$ cat src/rtl/edgecap_pkg.sv
package edgecap_pkg;

    typedef enum logic [1:0] {
        CAP_OFF  = 2'd0,
        CAP_RISE = 2'd1,
        CAP_FALL = 2'd2,
        CAP_BOTH = 2'd3
    } cap_mode_e;

    typedef struct packed {
        logic rise;
        logic fall;
    } edge_pair_t;

    function automatic logic mode_hit(cap_mode_e m, edge_pair_t e);
        case (m)
            CAP_RISE: return e.rise;
            CAP_FALL: return e.fall;
            CAP_BOTH: return e.rise | e.fall;
            default:  return 1'b0;
        endcase
    endfunction

endpackage

$ cat src/rtl/cap_insync.sv
module cap_insync #(
    parameter int NUM_PINS = 4,
    parameter int FILT_W   = 4,
    localparam int SEL_W   = (NUM_PINS > 1) ? $clog2(NUM_PINS) : 1
) (
    input  logic                clk,
    input  logic                rst,
    input  logic [NUM_PINS-1:0] pins_i,
    input  logic [SEL_W-1:0]    sel_i,
    input  logic                invert_i,
    input  logic [FILT_W-1:0]   filt_len_i,
    output logic                lvl_o
);
    logic              raw;
    logic [1:0]        sync_q;
    logic              s2;
    logic              fq;
    logic [FILT_W-1:0] fcnt_q;
    logic [FILT_W:0]   fcnt_inc;
    logic              bypass;

    assign raw      = pins_i[sel_i] ^ invert_i;
    assign s2       = sync_q[1];
    assign bypass   = (filt_len_i == '0);
    assign fcnt_inc = {1'b0, fcnt_q} + {{FILT_W{1'b0}}, 1'b1};

    always_ff @(posedge clk) begin
        if (rst) begin
            sync_q <= '0;
            fq     <= 1'b0;
            fcnt_q <= '0;
        end else begin
            sync_q <= {sync_q[0], raw};
            if (bypass) begin
                fq     <= s2;
                fcnt_q <= '0;
            end else if (s2 == fq) begin
                fcnt_q <= '0;
            end else if (fcnt_inc >= {1'b0, filt_len_i}) begin
                fq     <= s2;
                fcnt_q <= '0;
            end else begin
                fcnt_q <= fcnt_inc[FILT_W-1:0];
            end
        end
    end

    assign lvl_o = bypass ? s2 : fq;

    // an agreeing sample never moves the filtered level
    p_filt_hold_r10: assert property (@(posedge clk) disable iff (rst)
        (!bypass && (s2 == fq)) |=> (fq == $past(fq)));

endmodule

$ cat src/rtl/cap_edge.sv
module cap_edge
    import edgecap_pkg::*;
(
    input  logic      clk,
    input  logic      rst,
    input  logic      lvl_i,
    input  cap_mode_e mode_i,
    output logic      ev_o
);
    logic       prev_q;
    edge_pair_t edges;

    always_ff @(posedge clk) begin
        if (rst) prev_q <= 1'b0;
        else     prev_q <= lvl_i;
    end

    always_comb begin
        edges.rise = lvl_i & ~prev_q;
        edges.fall = ~lvl_i & prev_q;
        ev_o       = mode_hit(mode_i, edges);
    end

    // disabled mode never produces an event
    p_off_quiet_r3: assert property (@(posedge clk) disable iff (rst)
        (mode_i == CAP_OFF) |-> !ev_o);

endmodule

$ cat src/rtl/cap_counter.sv
module cap_counter #(
    parameter int CNT_W = 16
) (
    input  logic             clk,
    input  logic             rst,
    input  logic             tick_i,
    input  logic             ev_i,
    input  logic             reload_i,
    output logic [CNT_W-1:0] cnt_o,
    output logic [CNT_W-1:0] cap_o
);
    always_ff @(posedge clk) begin
        if (rst) begin
            cnt_o <= '0;
            cap_o <= '0;
        end else begin
            if (ev_i) cap_o <= cnt_o;
            if (ev_i && reload_i) cnt_o <= '0;
            else if (tick_i)      cnt_o <= cnt_o + 1'b1;
        end
    end

    // restart lands at the capture edge
    p_reload_zero_r5: assert property (@(posedge clk) disable iff (rst)
        (ev_i && reload_i) |=> (cnt_o == '0));
    // capture register takes the pre-edge count
    p_cap_value_r4: assert property (@(posedge clk) disable iff (rst)
        ev_i |=> (cap_o == $past(cnt_o)));

endmodule

$ cat src/rtl/cap_flags.sv
module cap_flags (
    input  logic clk,
    input  logic rst,
    input  logic ev_i,
    input  logic clr_i,
    input  logic rd_i,
    input  logic set_irq_i,
    input  logic set_dma_i,
    output logic flag_o,
    output logic irq_o,
    output logic dma_o
);
    logic irq_en_q;
    logic dma_en_q;
    logic dma_q;

    always_ff @(posedge clk) begin
        if (rst) begin
            flag_o   <= 1'b0;
            irq_en_q <= 1'b0;
            dma_en_q <= 1'b0;
            dma_q    <= 1'b0;
        end else begin
            if (ev_i)       flag_o <= 1'b1;
            else if (clr_i) flag_o <= 1'b0;

            if (ev_i && dma_en_q) dma_q <= 1'b1;
            else if (rd_i)        dma_q <= 1'b0;

            if (set_irq_i) begin
                irq_en_q <= 1'b1;
                dma_en_q <= 1'b0;
            end else if (set_dma_i) begin
                dma_en_q <= 1'b1;
                irq_en_q <= 1'b0;
            end
        end
    end

    assign irq_o = flag_o & irq_en_q;
    assign dma_o = dma_q & dma_en_q;

    // routes are never both on
    p_route_excl_r7: assert property (@(posedge clk) disable iff (rst)
        !(irq_en_q && dma_en_q));
    // flag holds until cleared
    p_flag_sticky_r6: assert property (@(posedge clk) disable iff (rst)
        (flag_o && !clr_i) |=> flag_o);
    // a read without a new capture drops the request
    p_dma_clr_r8: assert property (@(posedge clk) disable iff (rst)
        (rd_i && !ev_i) |=> !dma_o);

endmodule

$ cat src/rtl/edgecap_channel.sv
module edgecap_channel
    import edgecap_pkg::*;
#(
    parameter int NUM_PINS = 4,
    parameter int CNT_W    = 16,
    parameter int FILT_W   = 4,
    localparam int SEL_W   = (NUM_PINS > 1) ? $clog2(NUM_PINS) : 1
) (
    input  logic                clk,
    input  logic                rst,
    input  logic [NUM_PINS-1:0] pins_i,
    input  logic [SEL_W-1:0]    pin_sel_i,
    input  logic                invert_i,
    input  logic [1:0]          edge_mode_i,
    input  logic                reload_i,
    input  logic [FILT_W-1:0]   filt_len_i,
    input  logic                tick_i,
    input  logic                oe_req_i,
    input  logic                set_irq_en_i,
    input  logic                set_dma_en_i,
    input  logic                flag_clr_i,
    input  logic                cap_rd_i,
    output logic [CNT_W-1:0]    cnt_o,
    output logic [CNT_W-1:0]    cap_o,
    output logic                flag_o,
    output logic                irq_o,
    output logic                dma_o,
    output logic                pin_oe_o
);
    cap_mode_e mode;
    logic      lvl;
    logic      ev;

    assign mode     = cap_mode_e'(edge_mode_i);
    assign pin_oe_o = (mode == CAP_OFF) ? oe_req_i : 1'b0;

    cap_insync #(.NUM_PINS(NUM_PINS), .FILT_W(FILT_W)) u_insync (
        .clk(clk), .rst(rst), .pins_i(pins_i), .sel_i(pin_sel_i),
        .invert_i(invert_i), .filt_len_i(filt_len_i), .lvl_o(lvl)
    );

    cap_edge u_edge (
        .clk(clk), .rst(rst), .lvl_i(lvl), .mode_i(mode), .ev_o(ev)
    );

    cap_counter #(.CNT_W(CNT_W)) u_counter (
        .clk(clk), .rst(rst), .tick_i(tick_i), .ev_i(ev),
        .reload_i(reload_i), .cnt_o(cnt_o), .cap_o(cap_o)
    );

    cap_flags u_flags (
        .clk(clk), .rst(rst), .ev_i(ev), .clr_i(flag_clr_i), .rd_i(cap_rd_i),
        .set_irq_i(set_irq_en_i), .set_dma_i(set_dma_en_i),
        .flag_o(flag_o), .irq_o(irq_o), .dma_o(dma_o)
    );

    // disabled mode leaves the capture register untouched
    p_off_hold_r3: assert property (@(posedge clk) disable iff (rst)
        (mode == CAP_OFF) |=> $stable(cap_o));
    // any capture mode forces the output driver off
    p_oe_forced_r9: assert property (@(posedge clk) disable iff (rst)
        (mode != CAP_OFF) |-> !pin_oe_o);

endmodule

$ cat config.mk
export PLATFORM = sky130hd
export DESIGN_NAME = edgecap_channel
export DESIGN_NICKNAME = d
export VERILOG_FILES = /design/src/rtl/edgecap_pkg.sv /design/src/rtl/cap_insync.sv /design/src/rtl/cap_edge.sv /design/src/rtl/cap_counter.sv /design/src/rtl/cap_flags.sv /design/src/rtl/edgecap_channel.sv
export SDC_FILE = /design/constraint.sdc
export NUM_CORES = 1
export LEC_CHECK = 0
export ABC_CLOCK_PERIOD_IN_PS = 6570
export BUFFER_PORTS_ARGS = -buffer_cell sky130_fd_sc_hd__buf_2
export CAP_MARGIN = 20
export CELL_PAD_IN_SITES_DETAIL_PLACEMENT = 0
export CELL_PAD_IN_SITES_GLOBAL_PLACEMENT = 1
export CORE_MARGIN = 2
export CORE_UTILIZATION = 41
export CTS_CLUSTER_DIAMETER = 150
export DETAILED_ROUTE_END_ITERATION = 16
export GPL_TIMING_DRIVEN = 0
export PLACE_DENSITY = 0.84
export SLEW_MARGIN = 20
export SYNTH_ARGS = -nofsm -noshare
export SYNTH_HDL_FRONTEND = slang
export SYNTH_HIERARCHICAL = 1
export SYNTH_SLANG_ARGS = --single-unit
$ cat constraint.sdc
create_clock -name clk -period 6.57 [get_ports clk]
set_clock_uncertainty 0.05 [all_clocks]
set_input_delay 1.971 -clock clk [delete_from_list [all_inputs] [get_ports clk]]
set_output_delay 1.971 -clock clk [all_outputs]
set_load 0.1 [all_outputs]
# Word-level counts from Yosys, hierarchy flattened
# Cells that the tools add are included.
# W data, S select, Z words.
# classes
n_addsub	2
bitwise	8
n_eq_ne	5
muxes	14
n_lt_le_gt_ge	2
n_reduce_logical	12
# ops
cell	count
$add A16 B1 Y16 const B	1
$mux W1	12
$reduce_bool A2 Y1	4
$add A4 B1 Y5 const B	1
$ge A5 B4 Y1	1
$and A1 B1 Y1	4
$eq A2 B2 Y1 const B	2
$logic_not A4 Y1	1
$reduce_or A2 Y1	2
$reduce_or A4 Y1	1
$lt A2 B3 Y1 const B	1
$pmux W1 S3	1
$bmux W1 S2	1
$eq A2 B1 Y1 const B	1
$logic_and A1 B1 Y1	2
$logic_not A2 Y1	1
$ne A2 B1 Y1 const B	1
$not A1 Y1	2
$reduce_and A2 Y1	1
$eq A1 B1 Y1	1
$or A1 B1 Y1	1
$xor A1 B1 Y1	1
# totals
wordCells	53
out_inout_bits	36
register_bits	44

# Logic depth before layout (Yosys ltp)
# Gate-level depths: netlist of run 1.
# depth
word_depth	8
depth_mapped	12

# By module
# Netlist of run 1, hierarchy kept.
# modules_own_cells
mod	area_per_inst_um2	seq_area_each_um2	cells_each	n_inst
cap_counter	1331.3	640.6	140	1
cap_insync	400.4	140.1	40	1
cap_flags	161.4	80.1	17	1
cap_edge	82.6	20.0	11	1
edgecap_channel	12.5	0.0	1	1

# Worst setup path before layout of run 1
# Ideal clock, no wire load.
# synth_timing
path_kind	input to output
from	in edge_mode_i[1]
to	out pin_oe_o
path_buffers	0
slack_ns	1.364
t_arrival_ns	3.185
path_stages	1
cell_sequence	nor3b_2
# synth_via
elab_chain_len	2
# synth_lines
element	line_no	text
start, declared	edgecap_channel.sv:14	input logic [1:0] edge_mode_i,
$logic_not A2 Y1	edgecap_channel.sv:35	assign pin_oe_o = (mode == CAP_OFF) ? oe_req_i : 1'b0;
$mux W1	edgecap_channel.sv:35	
end, declared	edgecap_channel.sv:28	output logic pin_oe_o
# No other way between the ends.

# Worst setup path in the final report of run 1
# Ends and elaborated chain as after synthesis.

==> results of run 1 <==
==> synthesized netlist by cell type (5+ instances only) <==
cell type,number
a21oi_1,7
nand2_1,11
nor4_1,5
xnor2_1,5
nor2b_1,5
nand2b_1,10
inv_1,10
nor2_1,27
dfxtp_1,44
mux2i_1,23
nand4_1,5
ha_1,8
==> cell usage in the layout (no fill, tap or decap), types with 5 or more instances in the layout <==
cell / Yosys / layout
clkbuf_8: 0 / 5
nand2_1: 11 / 11
nor2b_1: 5 / 5
nor2_1: 27 / 27
nor4_1: 5 / 5
mux2i_1: 23 / 23
a21oi_1: 7 / 7
nand4_1: 5 / 5
dfxtp_1: 44 / 44
xnor2_1: 5 / 5
buf_2: 4 / 60
ha_1: 8 / 8
inv_1: 10 / 10
nand2b_1: 10 / 10
==> layer usage <==
layer | GRT usage | share of wire | vias to the layer above
li1 | - | - | 858
met5 | 0 | 0 | -
met2 | 0.249 | 0.46 | 29
met4 | 0.0727 | 0.019 | 0
met3 | 0.0329 | 0.032 | 5
met1 | 0.218 | 0.49 | 756
==> area by class of cell <==
class | count | area, µm²
Timing Repair Buffer | 56 | 280
Multi-Input combinational cell | 147 | 1030
Inverter | 10 | 37.5
Buffer | 8 | 35.0
Clock inverter | 2 | 35.0
Tap cell | 54 | 67.6
Sequential cell | 44 | 881
Clock buffer | 6 | 72.6
Fill cell | 460 | 2250
==> logic make-up after synthesis <==
kind of cell,Yosys count
buf+inv,18
compound gates,24
mux,25
xor+xnor,8
simple gates,82
fa+ha+maj,8
flops,44
==> registers in the layout (all words and copies together) (netlist names) <==
name,cells
u_counter/cap_o,16
u_counter/cnt_o,16
u_insync/fcnt_q,4
u_insync/sync_q,2
u_edge/prev_q,1
u_flags/dma_en_q,1
u_flags/dma_q,1
u_flags/flag_o,1
u_flags/irq_en_q,1
u_insync/fq,1
==> path summary, 6_finish.rpt <==
path,from,to,slack (ns)
worst max-delay path,edge_mode_i[1],pin_oe_o,1.86
worst min-delay path,u_insync/sync_q[0]$_SDFF_PP0_,u_insync/sync_q[1]$_SDFF_PP0_,0.40
worst max register to register,u_insync/sync_q[1]$_SDFF_PP0_,u_counter/cap_o[13]$_SDFFE_PP0P_,4.19
worst min register to register,u_insync/sync_q[0]$_SDFF_PP0_,u_insync/sync_q[1]$_SDFF_PP0_,0.40
==> report_power, final <==
group / internal [mW] / switching, mW / total (mW) / leakage, nW
Sequential: 0.270 / 0.00441 / 0.275 / 0.356
Clock: 0.113 / 0.0868 / 0.200 / 0.0552
Combinational: 0.0167 / 0.0304 / 0.0471 / 0.631
Total: 0.400 / 0.122 / 0.521 / 1.04
==> metrics by stage <==
stage / util / hold WS, ns / setup WS [ns] / instances / power, mW
after CTS: 0.521 / 0.409 / 1.86 / 327 / 0.529
after global routing: 0.521 / 0.408 / 1.84 / 327 / 0.546
after floorplan: - / 0.364 / 1.36 / 209 / 0.314
after detailed placement: 0.498 / 0.386 / 1.86 / 319 / 0.329
final: 0.521 / 0.395 / 1.86 / 327 / 0.521
after global placement: 0.498 / 0.367 / 1.87 / 319 / 0.328
==> worst max-delay path, cell delays in order <==
cell and delay [ns]:
buf_2 0.12, nor3b_2 0.15, buf_2 0.44
==> key figures, run 1 <==
Clocking
  – Cts repair resizes: 0
  – Longest Clk Path Bufs: 2
  – Clock transition at path regs: 0.08 ns
  – Worst skew pair latency: 0.29 ns
  – Hold_buf cts: 0
  – CTS H-tree lvls: 2
  – CTS Sinks: 44
  – Post-CTS Repair Setup Buffers: 0
  – CTS Buf Count: 5
  – TritonCTS clock tree: built
  – CTS root buf: clkbuf_8

Worst setup path
  – CP max FO: 4
  – Crit Path Category: input pin to primary output
  – Critical Path Source Type: input pin
  – CP required: 4.55 ns
  – Critical Path End Type: primary output
  – Worst-case reg-to-reg path depth: 10
  – CP arrival: 2.69 ns

STA
  – Fmax achieved: 0.212 GHz
  – Setup violators final: 0
  – Worst Tran Pin Value: 0.498 ns
  – RSZ-0062 raised after global routing: no
  – Hold violation count in the final report: 0
  – Max-slew violations: 0
  – Minimum clock period: 4.71 ns
  – Fin Setup TNS: 0 ns
  – Part of the cycle the worst path needs: 0.716
  – Slew headroom: 0.670

Layout
  – Layout cell share with drive strength beyond 1: 0.278
  – Finished Cell Area: 2440 µm²
  – Antenna Cells: 0
  – Nets: 302
  – Area Growth Syn to Fin: 22.9%

Yosys
  – #FFs+latches synth: 44
  – Post-Synth Adder-Cell Area: 0.0503
  – Post-synth EDFFs: 0
  – Syn avg cell area: 9.51 µm²
  – Sequential-to-total area share from yosys stat: 0.443
  – Main combinational cell family by area after synthesis: simple AND/OR/NAND/NOR gates
  – Cell area after synthesis: 1990 µm²
  – Area leader, netlist: dfxtp_1
  – Post-Synth XOR/XNOR Area: 0.0352
  – Mux cell area share after synthesis: 0.133
  – Async SR Flop Fraction: 0
  – Post-Synthesis Cells: 209
  – Yosys top cell area share: 0.443
  – Synthesis warning total: 6
  – Yosys cell types: 39
  – Post-synthesis simple-gate area fraction: 0.225
  – Post-synth top flop: dfxtp_1
  – Top cells by area, synth: dfxtp_1 (44%), mux2i_1 (12%), nor2_1 (5.1%), ha_1 (5.0%), nand2b_1 (3.1%)
  – Synth Area in Compound Gates: 0.0768
  – Synthesized Nets: 239

Die
  – Ports: 58
  – Initial Util: 0.424
  – Die Area: 5420 µm²
  – # rows: 25
  – Core area: 4690 µm²
  – Die W: 73.6 µm
  – Chip height: 73.6 µm

Global routing
  – Pin count of the biggest net entering global routing: 14
  – Number of global-route vias before repair: 1502
  – GRT Total Usage: 0.162
  – GR Overflow Total: 0
  – First-pass GRT wire length: 6780 µm
  – Antenna violations before repair: 0

Routing
  – Iter 0 DRT Violations: 49
  – Drc violations: 0
  – Final wirelength: 3890 µm
  – Via count of the routed design: 1648
  – ANT nets after route: 0
  – Vias per cell: 5.04
  – Drt first pass iters: 4
  – Wire per inst: 11.9 µm

Hold path
  – HP Class: flop to flop
  – Min-Delay Path Depth: 1

Place
  – Post-DP Area: 2340 µm²
  – Final RePlAce weighted congestion: 0.777
  – Post-DP HPWL: 2920 µm
  – PortBufs: 56

Power and ir drop
  – Pwr per Cell Area: 213 nW/µm²
  – Leakage Power: 1.04 nW
  – Max rail drop VDD: 0.138 mV

Outcome
  – Status: complete, no violations

Flow run
  – MaxCap Viol Count: 0
Note: power is estimated with default switching activity, not from simulation.
==> run 2, diff against run 1 <==
--- a/config.mk
+++ b/config.mk
@@ -5,17 +5,17 @@
 export SDC_FILE = /design/constraint.sdc
 export NUM_CORES = 1
 export LEC_CHECK = 0
-export ABC_CLOCK_PERIOD_IN_PS = 6570
+export ABC_CLOCK_PERIOD_IN_PS = 3980
 export BUFFER_PORTS_ARGS = -buffer_cell sky130_fd_sc_hd__buf_2
 export CAP_MARGIN = 20
 export CELL_PAD_IN_SITES_DETAIL_PLACEMENT = 0
 export CELL_PAD_IN_SITES_GLOBAL_PLACEMENT = 1
 export CORE_MARGIN = 2
-export CORE_UTILIZATION = 41
+export CORE_UTILIZATION = 34
 export CTS_CLUSTER_DIAMETER = 150
 export DETAILED_ROUTE_END_ITERATION = 16
 export GPL_TIMING_DRIVEN = 0
-export PLACE_DENSITY = 0.84
+export PLACE_DENSITY = 0.74
 export SLEW_MARGIN = 20
 export SYNTH_ARGS = -nofsm -noshare
 export SYNTH_HDL_FRONTEND = slang
==> constraint.sdc (replaced) <==
create_clock -name clk -period 3.98 [get_ports clk]
set_clock_uncertainty 0.05 [all_clocks]
set_input_delay 1.194 -clock clk [delete_from_list [all_inputs] [get_ports clk]]
set_output_delay 1.194 -clock clk [all_outputs]
set_load 0.1 [all_outputs]
==> key figures, run 2 (same netlist as run 1, synthesis figures left out) <==
Place
  – Post-DP Area: 2360 µm²
  – Post-DP HPWL: 3020 µm
  – PortBufs: 56
  – Final RePlAce weighted congestion: 0.771

Routing
  – Wire per inst: 11.6 µm
  – Via count of the routed design: 1620
  – Vias per cell: 4.71
  – Drt first pass iters: 4
  – ANT nets after route: 0
  – Iter 0 DRT Violations: 68
  – Drc violations: 0
  – Final wirelength: 4010 µm

Die
  – Die Area: 6480 µm²
  – # rows: 27
  – Chip height: 80.5 µm
  – Core area: 5570 µm²
  – Die W: 80.5 µm
  – Ports: 58
  – Initial Util: 0.357

Worst setup path
  – Critical Path End Type: flop
  – CP required: 4.10 ns
  – CP arrival: 3.67 ns
  – Most used cell, CP: buf_2
  – Critical path cell sequence: buf_2, nor4_2, mux2_2, inv_1, ha_1, nor2b_1, o21ai_1, o21ai_1, buf_2, buf_2, mux2i_1, nor2_1
  – Worst path slowest cell: mux2_2
  – Crit Path Category: input pin to flop
  – Worst path max stage delay: 0.39 ns
  – Critical Path Source Type: input pin
  – CP max FO: 10

Power and ir drop
  – Leakage Power: 1.03 nW
  – Clock share of power: 0.324
  – Pint: 593 µW
  – Max rail drop VDD: 0.158 mV
  – Switch share: 0.245
  – Seq pwr share: 0.577
  – Sw power: 192 µW
  – Gate power share: 0.099
  – Total Power: 786 µW
  – Pwr per Cell Area: 322 nW/µm²

STA
  – Min Hold Slack: 0.397 ns
  – Fin Setup TNS: 0 ns
  – Minimum clock period: 3.56 ns
  – Part of the cycle the worst path needs: 0.893
  – Hold violation count in the final report: 0
  – Fmax achieved: 0.281 GHz
  – Worst Tran Pin Value: 0.499 ns
  – Setup violators final: 0
  – Max-slew violations: 0
  – RSZ-0062 raised after global routing: no
  – Slew headroom: 0.669

Layout
  – Multi-input gate area: 1030 µm²
  – Layout cell share with drive strength beyond 1: 0.276
  – Register area: 881 µm²
  – Area Growth Syn to Fin: 22.5%
  – Fillcell total: 571
  – Most frequent cells in the layout: buf_2 (60), dfxtp_1 (44), nor2_1 (27)
  – Antenna Cells: 0
  – Finished Cell Area: 2440 µm²
  – Largest registers: u_counter/cap_o: 16 flops, u_counter/cnt_o: 16 flops, u_insync/fcnt_q: 4 flops
  – Nets: 302
  – Commonest non-fill, non-tap cell in the layout: buf_2

Clocking
  – TritonCTS clock tree: built
  – Post-CTS Repair Setup Buffers: 0
  – Hold_buf cts: 0
  – Cts repair resizes: 0
  – Longest Clk Path Bufs: 2
  – CTS Sinks: 44
  – CTS root buf: clkbuf_8
  – Clock transition at path regs: 0.08 ns
  – CTS Buf Count: 5
  – CTS H-tree lvls: 2
  – Worst skew pair latency: 0.28 ns

Flow run
  – MaxCap Viol Count: 0

Global routing
  – Grt met2 use: 0.218
  – Pin count of the biggest net entering global routing: 13
  – GR Overflow Total: 0
  – Antenna violations before repair: 0
  – First-pass GRT wire length: 6960 µm
  – Number of global-route vias before repair: 1543
  – GRT met3 Usage: 0.0371
  – Met1 Usage GRT: 0.180
  – Most used routing layer: met2
  – GRT Total Usage: 0.137

Hold path
  – HP Class: flop to flop

Outcome
  – Status: complete, no violations
run 2: cell types whose count changed in the layout (fill, tap and decap cells not counted):
cell	delta
bufinv_16	-1
run 2: final timing paths:
kind	startpoint	to	slack, ns	cells past startpoint
worst max-delay path	filt_len_i[2]	u_counter/cap_o[9]$_SDFFE_PP0P_	0.42	12
worst min register to register	u_insync/sync_q[0]$_SDFF_PP0_	u_insync/sync_q[1]$_SDFF_PP0_	0.40	1
worst min-delay path	u_insync/sync_q[0]$_SDFF_PP0_	u_insync/sync_q[1]$_SDFF_PP0_	0.40	1
worst max register to register	u_insync/sync_q[1]$_SDFF_PP0_	u_counter/cap_o[9]$_SDFFE_PP0P_	1.60	10
run 2: power by group through the flow:
stage / logic [mW] / clock network [mW] / registers (mW)
2_1_floorplan: 0.0372 / 0 / 0.481
3_3_place_gp: 0.0779 / 0 / 0.464
3_5_place_dp: 0.0790 / 0 / 0.464
4_1_cts: 0.0791 / 0.269 / 0.454
5_1_grt: 0.0853 / 0.285 / 0.455
6_report: 0.0778 / 0.254 / 0.454
run 2: cell type report:
| cell class | instances | share of cell area |
|---|---|---|
| Timing Repair Buffer | 56 | 0.115 |
| Clock buffer | 6 | 0.0298 |
| Sequential cell | 44 | 0.362 |
| Multi-Input combinational cell | 147 | 0.425 |
| Inverter | 10 | 0.0154 |
| Tap cell | 72 | 0.0370 |
| Clock inverter | 1 | 0.00205 |
| Buffer | 8 | 0.0144 |
run 2: per-stage QoR:
stage                     worst slack [ns]  cells  utilization
final                                0.424    344        0.437
after CTS                            0.385    344        0.437
after floorplan                      0.328    209            -
after global routing                 0.187    344        0.437
after detailed placement            0.0555    337        0.423
after global placement              0.0993    337        0.423
run 2: worst max-delay path, delay by kind of cell:
family	cells	cell delay, ns
adders and majority gates	1	0.23
AOI/OAI and AO/OA	2	0.23
buffers and inverters	4	0.85
and+or+nand+nor	3	0.53
muxes	2	0.64
run 2: metal layers:
layer,vias up,share of wire
li1,858,-
met1,728,0.49
met2,29,0.45
met3,5,0.042
met4,0,0.015
met5,-,0
==> run 3, diff against run 2 <==
--- a/config.mk
+++ b/config.mk
@@ -10,13 +10,14 @@
 export CAP_MARGIN = 20
 export CELL_PAD_IN_SITES_DETAIL_PLACEMENT = 0
 export CELL_PAD_IN_SITES_GLOBAL_PLACEMENT = 1
+export CORE_ASPECT_RATIO = 1.75
 export CORE_MARGIN = 2
 export CORE_UTILIZATION = 34
+export CTS_BUF_LIST = sky130_fd_sc_hd__clkbuf_16
 export CTS_CLUSTER_DIAMETER = 150
 export DETAILED_ROUTE_END_ITERATION = 16
 export GPL_TIMING_DRIVEN = 0
 export PLACE_DENSITY = 0.74
-export SLEW_MARGIN = 20
 export SYNTH_ARGS = -nofsm -noshare
 export SYNTH_HDL_FRONTEND = slang
 export SYNTH_HIERARCHICAL = 1
==> key figures, run 3 (same netlist as run 1, synthesis figures left out) <==
STA
  – Slew headroom: 0.672
  – Part of the cycle the worst path needs: 0.889
  – Fin Setup TNS: 0 ns
  – Worst Tran Pin Value: 0.495 ns
  – Fmax achieved: 0.283 GHz
  – Minimum clock period: 3.54 ns
  – Setup violators final: 0
  – Max-slew violations: 0
  – Hold violation count in the final report: 0
  – RSZ-0062 raised after global routing: no

Place
  – Post-DP HPWL: 3260 µm
  – Post-DP Area: 2360 µm²
  – Final RePlAce weighted congestion: 0.727
  – PortBufs: 56

Global routing
  – Number of global-route vias before repair: 1526
  – GRT Total Usage: 0.137
  – Pin count of the biggest net entering global routing: 13
  – First-pass GRT wire length: 6800 µm
  – GR Overflow Total: 0
  – Antenna violations before repair: 0

Worst setup path
  – Critical Path End Type: flop
  – Worst r2r src: u_insync/sync_q[1]$_SDFF_PP0_
  – CP arrival: 3.65 ns
  – Critical Path Source Type: input pin
  – CP max FO: 10
  – Worst-case reg-to-reg path depth: 10
  – Crit Path Category: input pin to flop
  – R2r setup slk: 1.62 ns
  – CP required: 4.09 ns
  – Worst R2R End: u_counter/cap_o[6]$_SDFFE_PP0P_

Routing
  – Drt first pass iters: 4
  – Final wirelength: 4250 µm
  – Wire per inst: 12.2 µm
  – ANT nets after route: 0
  – Iter 0 DRT Violations: 21
  – Drc violations: 0
  – Via count of the routed design: 1677
  – Vias per cell: 4.83

Die
  – Ports: 58
  – Core area: 5630 µm²
  – # rows: 36
  – Die Area: 6500 µm²
  – Initial Util: 0.353
  – Chip height: 105 µm
  – Die W: 61.8 µm

Clocking
  – Cts repair resizes: 0
  – CTS Buf Count: 5
  – CTS Sinks: 44
  – Worst skew pair latency: 0.28 ns
  – CTS root buf: clkbuf_16
  – TritonCTS clock tree: built
  – Longest Clk Path Bufs: 2
  – Post-CTS Repair Setup Buffers: 0
  – Hold_buf cts: 0
  – Clock transition at path regs: 0.06 ns
  – CTS H-tree lvls: 2

Outcome
  – Status: complete, no violations

Hold path
  – Min-Delay Path Depth: 1
  – Worst Min Path Start: u_insync/sync_q[0]$_SDFF_PP0_
  – HP Class: flop to flop
  – Hold endpoint: u_insync/sync_q[1]$_SDFF_PP0_

Power and ir drop
  – Leakage Power: 1.06 nW
  – Pwr per Cell Area: 388 nW/µm²
  – Max rail drop VDD: 0.257 mV

Layout
  – Commonest non-fill, non-tap cell in the layout: buf_2
  – Nets: 302
  – Finished Cell Area: 2520 µm²
  – Layout cell share with drive strength beyond 1: 0.277
  – Area Growth Syn to Fin: 26.7%
  – Most frequent cells in the layout: buf_2 (60), dfxtp_1 (44), nor2_1 (27)
  – Antenna Cells: 0
  – Largest registers: u_counter/cap_o: 16 flops, u_counter/cnt_o: 16 flops, u_insync/fcnt_q: 4 flops

Flow run
  – MaxCap Viol Count: 0
## run 3: cell count changes in the layout (fill, tap and decap cells not counted), sizes merged
cell    before  now
bufinv       0    1
clkbuf       9    8
clkinv       1    0
## run 3: power by group
group / internal, mW / switching, mW / total, mW
registers: 0.447 / 0.00723 / 0.454
logic: 0.0276 / 0.0507 / 0.0784
clock network: 0.289 / 0.155 / 0.444
total: 0.763 / 0.213 / 0.976
## run 3: worst max path at each step
stage | start | end | slack (ns)
after global placement | filt_len_i[2] | u_counter/cnt_o[1]$_SDFFE_PP0P_ | 0.1
final | filt_len_i[2] | u_counter/cap_o[6]$_SDFFE_PP0P_ | 0.44
after global routing | filt_len_i[2] | u_counter/cap_o[7]$_SDFFE_PP0P_ | 0.24
after floorplan | edge_mode_i[1] | pin_oe_o | 0.33
after CTS | filt_len_i[2] | u_counter/cap_o[6]$_SDFFE_PP0P_ | 0.42
after detailed placement | filt_len_i[2] | u_counter/cap_o[6]$_SDFFE_PP0P_ | 0.13
## run 3: worst max-delay path, cell delays in order
cell and delay [ns]:
buf_2 0.11, nor4_2 0.36, mux2_2 0.40, inv_1 0.08, ha_1 0.23, nor2b_1 0.10
o21ai_1 0.07, o21ai_1 0.13, buf_2 0.30, buf_2 0.36, mux2i_1 0.25, nor2_1 0.05
## run 3: routing by layer
layer  GRT usage  share of wire
met1       0.152           0.40
met2       0.239           0.53
met3      0.0347          0.054
met4      0.0502          0.013
met5           0              0
## run 3: metrics by stage
stage	hold slack (ns)	util	total power [mW]	setup WS, ns	instances
after floorplan	0.364	-	0.518	0.328	209
after global placement	0.381	0.420	0.543	0.0975	341
after detailed placement	0.389	0.420	0.543	0.133	341
after CTS	0.411	0.447	0.992	0.419	347
after global routing	0.424	0.447	1.01	0.242	347
final	0.410	0.447	0.976	0.441	347
## run 3: layout make-up
cell class              count  area (µm²)
plain buffers               8        35.0
clock buffers               5         125
clock inverters             1        30.0
fillers                   582        3110
inverters                  10        37.5
multi-input cells         147        1030
flip-flops and latches     44         881
well taps                  76        95.1
repair buffers             56         280
